**config.mk**
```make
export PLATFORM = sky130hd
export DESIGN_NAME = rom_dual_width_if
export DESIGN_NICKNAME = d
export VERILOG_FILES = /design/src/rtl/rom_dw_pkg.sv /design/src/rtl/rom_cell_array.sv /design/src/rtl/rom_lane_steer.sv /design/src/rtl/rom_pad_ctl.sv /design/src/rtl/rom_dual_width_if.sv
export SDC_FILE = /design/constraint.sdc
export NUM_CORES = 1
export LEC_CHECK = 0
export BUFFER_PORTS_ARGS = -buffer_cell sky130_fd_sc_hd__buf_2
export CAP_MARGIN = 30
export CORE_ASPECT_RATIO = 1.75
export CORE_UTILIZATION = 35
export DETAILED_ROUTE_END_ITERATION = 12
export GPL_TIMING_DRIVEN = 0
export HOLD_SLACK_MARGIN = 0.15
export PLACE_DENSITY = 0.82
export RECOVER_POWER = 100
export SLEW_MARGIN = 20
export SYNTH_ARGS = -nofsm -noshare
export SYNTH_HDL_FRONTEND = slang
export SYNTH_SLANG_ARGS = --single-unit
```
**constraint.sdc**
```tcl
create_clock -name clk -period 1.7 [get_ports clk]
set_clock_uncertainty 0.2 [all_clocks]
set_input_delay 0.34 -clock clk [delete_from_list [all_inputs] [get_ports clk]]
set_output_delay 0.34 -clock clk [all_outputs]
set_load 0.02 [all_outputs]
```
**src/rtl/rom_dw_pkg.sv**
```systemverilog
package rom_dw_pkg;

    // Output-enable decode choices
    localparam int OE_ACT_LOW  = 0;
    localparam int OE_ACT_HIGH = 1;
    localparam int OE_UNUSED   = 2;

endpackage

```
**src/rtl/rom_cell_array.sv**
```systemverilog
module rom_cell_array #(
    parameter int ADDR_W = 21,
    parameter int BYTE_W = 8,
    parameter logic [BYTE_W-1:0] LO_MASK = 8'h3C,
    parameter logic [BYTE_W-1:0] HI_MASK = 8'hC3
) (
    input  logic                  clk,
    input  logic                  rst_n,
    input  logic                  word_mode_i,
    input  logic [ADDR_W-1:0]     addr_i,
    input  logic                  shared_i,
    output logic [2*BYTE_W-1:0]   half_q_o,
    output logic                  lsb_q_o,
    output logic                  word_q_o
);
    localparam int HW_W = 2 * BYTE_W;

    typedef struct packed {
        logic [HW_W-1:0] half;
        logic            lsb;
        logic            word;
    } rd_st_t;

    rd_st_t rd_d, rd_q;

    // Arithmetic contents: one halfword per index
    function automatic logic [HW_W-1:0] cell_value(input logic [ADDR_W-1:0] a);
        logic [BYTE_W-1:0] lo_b, hi_b, top_b;
        top_b = BYTE_W'(a >> HW_W);
        lo_b  = a[BYTE_W-1:0] ^ LO_MASK;
        hi_b  = a[HW_W-1:BYTE_W] ^ top_b ^ HI_MASK;
        return {hi_b, lo_b};
    endfunction

    always_comb begin
        rd_d      = rd_q;
        rd_d.half = cell_value(addr_i);
        rd_d.lsb  = word_mode_i ? 1'b0 : shared_i;
        rd_d.word = word_mode_i;
    end

    always_ff @(posedge clk or negedge rst_n) begin
        if (!rst_n) rd_q <= '0;
        else        rd_q <= rd_d;
    end

    assign half_q_o = rd_q.half;
    assign lsb_q_o  = rd_q.lsb;
    assign word_q_o = rd_q.word;

    // the byte select is only meaningful in byte mode
    p_lsb_idle_in_word_r2: assert property (@(posedge clk) disable iff (!rst_n)
        word_q_o |-> !lsb_q_o);

    // register starts cleared
    p_reset_clear_r10: assert property (@(posedge clk)
        !rst_n |=> (half_q_o == '0) || !$past(!rst_n));

endmodule

```
**src/rtl/rom_lane_steer.sv**
```systemverilog
module rom_lane_steer #(
    parameter int BYTE_W = 8
) (
    input  logic [2*BYTE_W-1:0] half_i,
    input  logic                lsb_i,
    input  logic                word_i,
    output logic [2*BYTE_W-2:0] pins_o,
    output logic                top_o
);
    localparam int HW_W  = 2 * BYTE_W;
    localparam int PIN_N = HW_W - 1;

    genvar gi;
    generate
        for (gi = 0; gi < PIN_N; gi++) begin : g_pin
            if (gi < BYTE_W) begin : g_low
                // low lane carries either half in byte mode
                assign pins_o[gi] = word_i ? half_i[gi]
                                  : (lsb_i ? half_i[gi+BYTE_W] : half_i[gi]);
            end else begin : g_high
                assign pins_o[gi] = word_i ? half_i[gi] : 1'b0;
            end
        end
    endgenerate

    assign top_o = word_i ? half_i[HW_W-1] : 1'b0;

endmodule

```
**src/rtl/rom_pad_ctl.sv**
```systemverilog
module rom_pad_ctl
    import rom_dw_pkg::*;
#(
    parameter int OE_MODE = OE_ACT_LOW
) (
    input  logic clk,
    input  logic rst_n,
    input  logic ce_n_i,
    input  logic oe_i,
    input  logic word_mode_i,
    output logic lo_oe_o,
    output logic hi_oe_o,
    output logic shared_oe_o
);
    logic oe_ok;

    generate
        if (OE_MODE == OE_ACT_LOW) begin : g_oe_low
            assign oe_ok = ~oe_i;
        end else if (OE_MODE == OE_ACT_HIGH) begin : g_oe_high
            assign oe_ok = oe_i;
        end else begin : g_oe_none
            logic unused_oe;
            assign unused_oe = oe_i;
            assign oe_ok     = 1'b1;
        end
    endgenerate

    logic en;
    assign en          = ~ce_n_i & oe_ok;
    assign lo_oe_o     = en;
    assign hi_oe_o     = en & word_mode_i;
    assign shared_oe_o = en & word_mode_i;

    // shared pin stays an input in byte mode
    p_shared_quiet_r4: assert property (@(posedge clk) disable iff (!rst_n)
        !word_mode_i |-> !shared_oe_o);

    // deselected chip drives nothing
    p_ce_off_r5: assert property (@(posedge clk) disable iff (!rst_n)
        ce_n_i |-> !(lo_oe_o || hi_oe_o || shared_oe_o));

    // upper lane never without lower lane
    p_upper_lane_r3: assert property (@(posedge clk) disable iff (!rst_n)
        hi_oe_o |-> lo_oe_o);

endmodule

```
**src/rtl/rom_dual_width_if.sv**
```systemverilog
module rom_dual_width_if
    import rom_dw_pkg::*;
#(
    parameter int ADDR_W  = 21,
    parameter int BYTE_W  = 8,
    parameter int OE_MODE = OE_ACT_LOW
) (
    input  logic                  clk,
    input  logic                  rst_n,
    input  logic                  word_mode_i,
    input  logic                  ce_n_i,
    input  logic                  oe_i,
    input  logic [ADDR_W-1:0]     addr_i,
    input  logic                  shared_i,
    output logic [2*BYTE_W-2:0]   data_o,
    output logic [2*BYTE_W-2:0]   data_oe_o,
    output logic                  shared_o,
    output logic                  shared_oe_o
);
    localparam int HW_W = 2 * BYTE_W;

    logic [HW_W-1:0] half_q;
    logic            lsb_q;
    logic            word_q;
    logic            lo_oe, hi_oe;

    rom_cell_array #(
        .ADDR_W (ADDR_W),
        .BYTE_W (BYTE_W)
    ) u_array (
        .clk         (clk),
        .rst_n       (rst_n),
        .word_mode_i (word_mode_i),
        .addr_i      (addr_i),
        .shared_i    (shared_i),
        .half_q_o    (half_q),
        .lsb_q_o     (lsb_q),
        .word_q_o    (word_q)
    );

    rom_lane_steer #(
        .BYTE_W (BYTE_W)
    ) u_steer (
        .half_i (half_q),
        .lsb_i  (lsb_q),
        .word_i (word_q),
        .pins_o (data_o),
        .top_o  (shared_o)
    );

    rom_pad_ctl #(
        .OE_MODE (OE_MODE)
    ) u_pads (
        .clk         (clk),
        .rst_n       (rst_n),
        .ce_n_i      (ce_n_i),
        .oe_i        (oe_i),
        .word_mode_i (word_mode_i),
        .lo_oe_o     (lo_oe),
        .hi_oe_o     (hi_oe),
        .shared_oe_o (shared_oe_o)
    );

    assign data_oe_o = {{(BYTE_W-1){hi_oe}}, {BYTE_W{lo_oe}}};

    // shared pin only drives alongside the full data bus
    p_shared_with_bus_r1: assert property (@(posedge clk) disable iff (!rst_n)
        shared_oe_o |-> (&data_oe_o));

    // in byte mode the upper data pins are released
    p_upper_off_byte_r3: assert property (@(posedge clk) disable iff (!rst_n)
        !word_mode_i |-> (data_oe_o[HW_W-2:BYTE_W] == '0));

    // enables are all-or-nothing within the low lane
    p_low_lane_uniform_r5: assert property (@(posedge clk) disable iff (!rst_n)
        (data_oe_o[BYTE_W-1:0] == '0) || (&data_oe_o[BYTE_W-1:0]));

endmodule

```
# Yosys cells after proc, flatten, opt, wreduce, memory -nomap -nowiden
# Index checks and enable logic that the tools add are counted.
dict set report op_classes {
  bitwise_logic 7
  n_shift 0
  n_mul 0
  eq_ne 0
  magnitude_cmp 0
  n_addsub 0
  div 0
  mux 25
  n_reduce_logical 0
}
# operator n
set op_table {}
lappend op_table {{1-bit two-way mux} 25}
lappend op_table {{4-bit NOT} 2}
lappend op_table {{8-bit by 5-bit XOR with 8-bit output} 1}
lappend op_table {{1-bit bitwise AND} 2}
lappend op_table {{1-bit NOT} 2}
dict set report word_totals {
  mem_count 0
  latch_bits 0
  out_inout_bits 32
  inputBits 27
  register_bits 18
  elab_cells 35
  romBits 0
  ram_bits 0
}

# Longest topological paths before layout
# Gate-level depths: netlist of the first run.
dict set report depth {
  word_depth 3
  ltp_mapped 3
  depth_no_buf 2
}

# Modules after synthesis
# Synthesis of the first run repeated with hierarchy kept, for this count alone.
dict set report unflattened {
  cells_unflattened 66
  area_unflattened_um2 852.1
}
# module instances seq_area_each_um2 cells_per_inst area_each_um2
set by_module_without_submodules {}
lappend by_module_without_submodules {rom_cell_array 1 450.4 30 523.0}
lappend by_module_without_submodules {rom_lane_steer 1 0.0 18 192.7}
lappend by_module_without_submodules {rom_dual_width_if 1 0.0 15 112.6}
lappend by_module_without_submodules {rom_pad_ctl 1 0.0 3 23.8}

# Least setup slack after synthesis of the first run
# OpenSTA, ideal clock, no wires.
dict set report synth_timing {
  kind {in2out}
  startpoint {in ce_n_i}
  endpoint {out data_oe_o[10]}
  slack_ns -0.126
  arrival_ns 1.286
  path_stages 3
  n_path_buf 1
  path_cell_list {nor2_1 and2_1 buf_4}
}
dict set report synth_via {
  elab_chain_cells 3
}
# element line
set synth_lines {}
lappend synth_lines {{start: declaration} rom_dual_width_if.sv:11} ;# input logic ce_n_i,
lappend synth_lines {{1-bit NOT} rom_pad_ctl.sv:30} ;# assign en = ~ce_n_i & oe_ok;
lappend synth_lines {{1-bit bitwise AND} rom_pad_ctl.sv:30}
lappend synth_lines {{1-bit bitwise AND} n/a}
lappend synth_lines {{end: declaration} rom_dual_width_if.sv:16} ;# output logic [2*BYTE_W-2:0] data_oe_o,
# No other way between the ends.

# Final worst setup path of the first run
dict set report layout_timing {
  startpoint {reg u_array.rd_q (netlist bit u_array.word_q_o)}
  endpoint {out data_o[5]}
}
dict set report layout_via {
  elab_chain_cells 1
}
# element line
set layout_lines {}
lappend layout_lines {{start: declaration} rom_cell_array.sv:24} ;# rd_st_t rd_d, rd_q;
lappend layout_lines {{start signal: assignment} rom_cell_array.sv:44} ;# else rd_q <= rd_d;
lappend layout_lines {{1-bit two-way mux} rom_lane_steer.sv:18} ;# assign pins_o[gi] = word_i ? half_i[gi]
lappend layout_lines {{end: declaration} rom_dual_width_if.sv:15} ;# output logic [2*BYTE_W-2:0] data_o,
# No other way between the ends.

==> results.ini, run 1 <==
[detailed_routing]
detail-route-antenna-nets = 0
routedWlPerCell_um = 13.7
totalWireLength_um = 2480
firstDrtPassIters = 2
route.vias.total = 782
drt_iter0_drc = 19
vias_per_cell = 4.32
route.detailed.drc = 0

[grt]
grt_pass1_vias = 838
grt_overflow = 0
grt_max_degree = 19
antenna_found_initial = 0
grt_usage = 0.209
grt_pass1_wl_um = 3590

[floorplan]
ioPinCount = 59
dieArea_sq_um = 2600
num_rows = 23
die_h_um = 66.7
core-area_sq_um = 2270
initial_core_util = 0.369
die_x_um = 39.0

[sta]
final_max_slew_viol_count = 0
worst_slew_margin_rel = 0.708
min_period_ns = 1.88
worst_slack_ns = -0.175
setup_viol = 16
rsz0062_at_grt = true
fmax_mhz = 533
hold_violations = 0
whs_ns = 0.385
min_period_over_period = 1.10
worstMarginPinSlew_ns = 0.438

[final_layout]
syn_to_final_growth_pct = 91.0
final_area_sq_um = 1600
antenna_cells = 0
fin_nets = 185
regArea_sq_um = 452
drive_gt1_frac = 0.590
multiInputGateArea_sq_um = 277
fillers = 156

[cts]
ctsHtreeMaxLevel = 1
clk_pin_slew_worst_paths_ns = 0.06
clock_path_buffers = 2
clock_sinks = 18
cts_tree = yes
root_buffer = clkbuf_8
cts_inserted_buffers = 3

[power_and_ir_drop]
leakage_nw = 0.840
p_seq_frac = 0.434
combPwrFrac = 0.301
p_per_area_nw_per_um2 = 677
swShare = 0.263
vdd_drop_max_v = 0.000491
p_sw_mw = 0.285
clkPwrFrac = 0.265
p_int_mw = 0.799

[setup_path]
critical-path-max-stage-delay_ns = 0.43
arrival_ns = 1.34
cp_data_required_time_ns = 1.16
cp-start-kind = flip-flop
slowest_stage = dfrtp_2
setup.worst_path.class = flip-flop to output port
crit_path_max_fanout = 4
critPathCaptureType = output port
crit_path_start = u_array.word_q_o
cp-endpoint = data_o[5]
crit_chain = nor2b_4 > mux2_4 > buf_6

[placement]
portBuffers = 58
placed_cell_area_sq_um = 1160
hpwl_um = 1370
finalWeightedCongestion = 0.660

[synth]
ys_ff_latch = 18
yosysTopAreaCell = dfrtp_1
yosysUniqueCellTypes = 13
synthCells = 65
yosysSeqAreaShare = 0.537
syn-num-nets = 92
synth-warning-count = 0
synth.avg_cell_area_sq_um = 12.9
ys_top_cells_by_area = dfrtp_1, buf_4, and2_2, mux2_4, mux2_2
synth_top_area_share = 0.537
synth_area_sq_um = 838

[outcome]
violations = negative setup slack
outcome = complete, but fails checks

[flow_run]
cap_violations = 0

[hold_path]
min_path_type = input pin to asynchronous set/reset pin

power groups by stage:
stage | sequential, mW | clock, mW | combinational, mW
after CTS | 0.469 | 0.288 | 0.302
after floorplan | 0.474 | 0 | 0.137
after global placement | 0.476 | 0 | 0.216
after detailed placement | 0.478 | 0 | 0.222
after global routing | 0.473 | 0.319 | 0.345
final | 0.470 | 0.288 | 0.326
registers in the layout, indices dropped and copies added (netlist names):
signal            cells
u_array.word_q_o      1
u_array.half_q_o     16
u_array.lsb_q_o       1
logic make-up after synthesis:
kind of cell / after synthesis / synth area share
and+or+nand+nor: 13 / 0.124
buffers and inverters: 21 / 0.161
xor gates and xnor gates: 5 / 0.0522
muxes: 8 / 0.125
DFF: 18 / 0.537
metal layers:
layer / share of wire / track usage
met5: 0 / 0
met1: 0.28 / 0.185
met3: 0.055 / 0.0433
met2: 0.64 / 0.392
met4: 0.025 / 0.125
Yosys cell counts:
cell / instances
nor2_1: 1
mux2_2: 4
and2_2: 8
and2_1: 1
xor2_1: 3
inv_1: 6
buf_4: 15
nor2b_1: 1
mux2_4: 4
xnor2_1: 2
nand2b_4: 1
dfrtp_1: 18
nor2b_4: 1
worst min-delay path by stage:
stage	startpoint	to	slack (ns)	cells after the start
floorplan	rst_n	u_array.half_q_o[0]	-0.16	0
global placement	rst_n	u_array.half_q_o[6]	0.06	1
detailed placement	rst_n	u_array.half_q_o[14]	0.08	1
CTS	rst_n	u_array.half_q_o[14]	0.35	2
global route	rst_n	u_array.half_q_o[15]	0.41	2
finish	rst_n	u_array.half_q_o[7]	0.39	2
layout make-up:
| type | count | area share |
|---|---|---|
| multi-input combinational | 26 | 0.173 |
| clock buffer | 3 | 0.0258 |
| timing repair buffer | 88 | 0.416 |
| sequential | 18 | 0.282 |
| buffer | 15 | 0.0703 |
| inverter | 6 | 0.0141 |
| tap | 25 | 0.0195 |
what timing repair did:
action | CTS | global route
hold buffers | 24 | 0
buffers inserted | 4 | 2
endpoints found under the hold margin | 36 | 0
cloned | 0 | 0
setup endpoints to repair | 16 | 23
gates resized for setup | 24 | 16
pin swaps | 0 | 1
layout by cell type, fill, tap and decap left out, drive strengths merged:
master       count
xnor2            2
clkbuf          21
inv              6
dlygate4sd3     24
xor2             3
nor2b            2
and2             9
dfrtp           18
nor2             1
nand2b           1
buf             61
mux2             8
critical path: cells and delay by family, from the launching register on:
kind,cells,cell delay [ns]
AND/OR/NAND/NOR,1,0.20
buffers and inverters,1,0.13
multiplexers,1,0.32
flip-flops,1,0.43
per-stage QoR:
stage               utilization  std cells  worst slack (ns)  TNS (ns)  total power, mW
finish                    0.704        181            -0.175     -2.00             1.08
global route              0.704        181            -0.219     -2.59             1.14
detailed placement        0.512        148            -0.122     -1.08            0.700
floorplan                     -         65             0.112         0            0.611
global placement          0.512        148           -0.0742    -0.574            0.693
CTS                       0.682        179            -0.178     -2.07             1.06
(Power assumes the default switching activity.)
==> run 2, diff against run 1 <==
- GPL_TIMING_DRIVEN: 0 -> not set
- MAX_ROUTING_LAYER: not set -> met4
- REMOVE_ABC_BUFFERS: not set -> 1
==> run 2 against run 1 <==
Against the previous run: the run still ends with negative setup slack left; flip-flop and latch count unchanged; setup slack worse by 0.013 ns; largest cell class unchanged; clock power rose by 13%.
==> results.ini, run 2 (same netlist as run 1, synthesis figures left out) <==
[final_layout]
antenna_cells = 0
layout_common_cells = buf_2, dlygate4sd3_1, dfrtp_1, clkbuf_2, buf_6
largest_reg_flops = 16
final_common_cell = buf_2
final_area_sq_um = 1440
fillers = 165
syn_to_final_growth_pct = 72.2
fin_nets = 168
drive_gt1_frac = 0.593

[sta]
rsz0062_at_grt = true
final_max_slew_viol_count = 0
worst_slew_margin_rel = 0.724
worstMarginPinSlew_ns = 0.413
worst_slack_ns = -0.188
hold_violations = 0
setup_viol = 8
min_period_over_period = 1.11
fmax_mhz = 530
min_period_ns = 1.89

[floorplan]
num_rows = 23
die_h_um = 66.7
dieArea_sq_um = 2600
initial_core_util = 0.369
ioPinCount = 59
core-area_sq_um = 2270
die_x_um = 39.0

[grt]
antenna_found_initial = 0
grt_overflow = 0
grt_usage = 0.144
grt_max_degree = 19
grt_pass1_vias = 672
grt_pass1_wl_um = 2460

[setup_path]
critPathCaptureType = output port
arrival_ns = 1.35
cp_data_required_time_ns = 1.16
crit_path_max_fanout = 4
cp-start-kind = flip-flop
setup.worst_path.class = flip-flop to output port

[detailed_routing]
firstDrtPassIters = 2
route.vias.total = 686
detail-route-antenna-nets = 0
vias_per_cell = 4.16
drt_iter0_drc = 16
routedWlPerCell_um = 10.8
route.detailed.drc = 0
totalWireLength_um = 1780

[power_and_ir_drop]
leakage_nw = 0.778
vdd_drop_max_v = 0.000558
p_per_area_nw_per_um2 = 741
p_total_mw = 1.07

[cts]
cts_inserted_buffers = 3
root_buffer = clkbuf_8
clock_sinks = 18
clock_path_buffers = 2
clk_pin_slew_worst_paths_ns = 0.06
ctsHtreeMaxLevel = 1
cts_tree = yes

[placement]
portBuffers = 58
finalWeightedCongestion = 0.643
hpwl_um = 1140
placed_cell_area_sq_um = 1070

[outcome]
violations = negative setup slack
outcome = complete, but fails checks

[hold_path]
min_path_type = input pin to asynchronous set/reset pin

[flow_run]
cap_violations = 0

==> run 2: cell count changes in the layout (fill, tap and decap cells not counted), sizes merged <==
cell | previous run | this run
buf | 61 | 49
clkbuf | 21 | 17
==> run 2: where the power goes <==
part           switching [mW]  leakage [nW]  internal (mW)  total [mW]
combinational           0.124         0.539          0.151       0.276
sequential             0.0132         0.210          0.457       0.470
clock                   0.119        0.0288          0.205       0.324
==> run 2: area by class of cell <==
class                           count  area (sq um)  share of cell area
Multi-Input combinational cell     26           268               0.185
Inverter                            6          22.5              0.0156
Clock buffer                        4          55.1              0.0381
Sequential cell                    18           452               0.313
Tap cell                           25          31.3              0.0217
Timing Repair Buffer               86           616               0.426
==> run 2: per-layer routing <==
layer  GRT usage  wire (um)
met2       0.281       1120
met4      0.0776         16
met3      0.0100        124
met5           -          0
met1       0.120        523
==> run 2: what timing repair did <==
| item | CTS | global route |
|---|---|---|
| setup buffers | 0 | 1 |
| gates resized for setup | 20 | 4 |
| hold buffers | 24 | 0 |
| setup endpoints to repair | 9 | 16 |
| endpoints found under the hold margin | 36 | 0 |
==> run 2: path summary, 6_finish.rpt <==
kind | start | end | cells after the start
worst max-delay path | u_array.word_q_o | data_o[7] | 3
worst min-delay path | rst_n | u_array.half_q_o[8] | 2
max in group asynchronous | rst_n | u_array.word_q_o | 2
min in group clk | addr_i[6] | u_array.half_q_o[6] | 2
==> run 2: stage by stage <==
step	hold slack, ns	util	setup WS, ns	instances	setup TNS [ns]
2_1_floorplan	-0.156	-	-2.53	50	-29.69
3_3_place_gp	0.0633	0.471	0.0887	136	0
6_report	0.398	0.635	-0.188	165	-1.30
4_1_cts	0.360	0.629	-0.195	164	-1.40
5_1_grt	0.428	0.635	-0.224	165	-1.66
3_5_place_dp	0.0759	0.471	0.0582	136	0
==> run 2: critical path: stages, from the launching register on <==
cell and delay (ns):
dfrtp_2 0.44, nor2b_4 0.20, mux2_4 0.33, buf_6 0.13
==> run 3, diff against run 2 <==
- ABC_AREA: not set -> 1
==> run 3 against run 2 <==
Against the previous run: the run now ends clean; setup slack better by 0.20 ns; final cell count up 16%; synthesized cell count up 42%; critical path depth up 1; combinational power about the same; total power up 1.1%; routed wire length up 21%; worst hold slack worse by 0.030 ns; die area up 0.14%; largest power group unchanged.
==> results.ini, run 3 <==
[outcome]
outcome = finished clean

[power_and_ir_drop]
leakage_nw = 0.823
p_seq_frac = 0.443
p_per_area_nw_per_um2 = 731
p_sw_mw = 0.284
vdd_drop_max_v = 0.000766
clkPwrFrac = 0.300
p_int_mw = 0.797
swShare = 0.263
combPwrFrac = 0.257

[final_layout]
antenna_cells = 0
largest_reg_flops = 16
final_area_sq_um = 1480
fin_util = 0.651
layout_common_cells = buf_2, dlygate4sd3_1, nand2_1, dfrtp_1, inv_1
syn_to_final_growth_pct = 76.2
drive_gt1_frac = 0.461
fin_nets = 195
final_common_cell = buf_2
fillers = 158

[grt]
grt_usage = 0.181
grt_pass1_vias = 770
grt_pass1_wl_um = 3150
antenna_found_initial = 0
grt_overflow = 0
grt_max_degree = 19

[placement]
dp_slack_ns = 0.175
finalWeightedCongestion = 0.665
portBuffers = 58
placed_cell_area_sq_um = 1050
hpwl_um = 1430

[synth]
yosysSeqAreaShare = 0.537
ys_top_cells_by_count = nand2_1, dfrtp_1, buf_4, inv_1, nand3_1
synth_top_area_share = 0.537
synth_edf_count = 0
ys_async_sr_fraction = 1.00
synth_area_sq_um = 840
yosysMostFrequentCell = nand2_1
ys_ff_latch = 18
yosysUniqueCellTypes = 13
yosysTopAreaCell = dfrtp_1
ys_top_cells_by_area = dfrtp_1, buf_4, nand2_1, inv_1, nand3_1
synthCells = 92
synth_flop_cell = dfrtp_1
synth-warning-count = 0
synth.avg_cell_area_sq_um = 9.13

[floorplan]
die_h_um = 66.8
dieArea_sq_um = 2610
core-area_sq_um = 2270
initial_core_util = 0.369
die_x_um = 39.0
ioPinCount = 59
num_rows = 23

[setup_path]
crit_chain = buf_6 > nand3_1 > nand2_1 > buf_6
arrival_ns = 1.15
cp_common_cell = buf_6
critPathCaptureType = output port
crit_path_max_fanout = 4
worst-path-buf-inv = 2
cp_data_required_time_ns = 1.16
cp-start-kind = flip-flop
critical-path-max-stage-delay_ns = 0.47
path_delay_family = flip-flops
slowest_stage = dfrtp_2
setup.worst_path.class = flip-flop to output port

[detailed_routing]
route.vias.total = 847
totalWireLength_um = 2150
routedWlPerCell_um = 11.2
route.detailed.drc = 0
detail-route-antenna-nets = 0
drt_iter0_drc = 15
firstDrtPassIters = 4
vias_per_cell = 4.41

[cts]
cts_inserted_buffers = 3
clock_path_buffers = 2
cts_tree = yes
clock_sinks = 18
clk_pin_slew_worst_paths_ns = 0.06
root_buffer = clkbuf_8
ctsHtreeMaxLevel = 1

[sta]
min_period_over_period = 0.993
rsz0062_at_grt = true
final_max_slew_viol_count = 0
worst_slack_ns = 0.0115
setup_viol = 0
hold_violations = 0
worst_slew_margin_rel = 0.721
worstMarginPinSlew_ns = 0.417
min_period_ns = 1.69
fmax_mhz = 592

[hold_path]
min_path_type = input pin to asynchronous set/reset pin

[flow_run]
cap_violations = 0

-- run 3: final cells by class --
| class | count | area (sq um) | share of cell area |
|---|---|---|---|
| Timing Repair Buffer | 87 | 618 | 0.418 |
| Timing Repair inverter | 1 | 7.51 | 0.00508 |
| Sequential cell | 18 | 453 | 0.306 |
| Clock buffer | 4 | 55.1 | 0.0372 |
| Tap cell | 25 | 31.3 | 0.0212 |
| Inverter | 16 | 65.1 | 0.0440 |
| Multi-Input combinational cell | 41 | 249 | 0.168 |
-- run 3: kinds of logic after synthesis --
| group | share of synthesized area |
|---|---|
| AND/OR/NAND/NOR | 0.186 |
| buffers and inverters | 0.225 |
| flip-flops | 0.537 |
| XOR/XNOR | 0.0522 |
-- run 3: stage by stage --
step           cells  hold WS (ns)  power [mW]  TNS [ns]
6_report         192         0.368        1.08         0
5_1_grt          192         0.406        1.14    -0.182
4_1_cts          188         0.361        1.05         0
3_5_place_dp     160        0.0755       0.678         0
3_3_place_gp     160        0.0600       0.671         0
2_1_floorplan     75        -0.156       0.581    -30.52
-- run 3: what timing repair did --
item	4_1_cts	5_1_grt
buffers inserted	0	3
pin swaps	0	2
cloned	0	1
gates resized for setup	2	36
endpoints found under the hold margin	36	0
setup endpoints to repair	8	8
hold buffers	24	0
-- run 3: worst max path at each step --
stage	start	end	depth (start not counted)
2_1_floorplan	ce_n_i	data_oe_o[10]	1
3_3_place_gp	ce_n_i	data_oe_o[3]	3
3_5_place_dp	ce_n_i	data_oe_o[10]	4
4_1_cts	u_array.lsb_q_o	data_o[5]	4
5_1_grt	u_array.lsb_q_o	data_o[5]	4
6_report	u_array.lsb_q_o	data_o[6]	4
-- run 3: power groups by stage --
stage	clock (mW)	sequential [mW]	combinational, mW
6_report	0.325	0.478	0.278
5_1_grt	0.364	0.480	0.300
4_1_cts	0.336	0.474	0.239
3_5_place_dp	0	0.481	0.197
3_3_place_gp	0	0.478	0.192
2_1_floorplan	0	0.477	0.104
-- run 3: routing by layer --
layer | up-vias | part of all wire | global-route usage
li1 | 402 | - | -
met1 | 389 | 0.29 | 0.147
met2 | 50 | 0.63 | 0.367
met3 | 6 | 0.060 | 0.0133
met4 | 0 | 0.022 | 0.0776
met5 | - | 0 | -
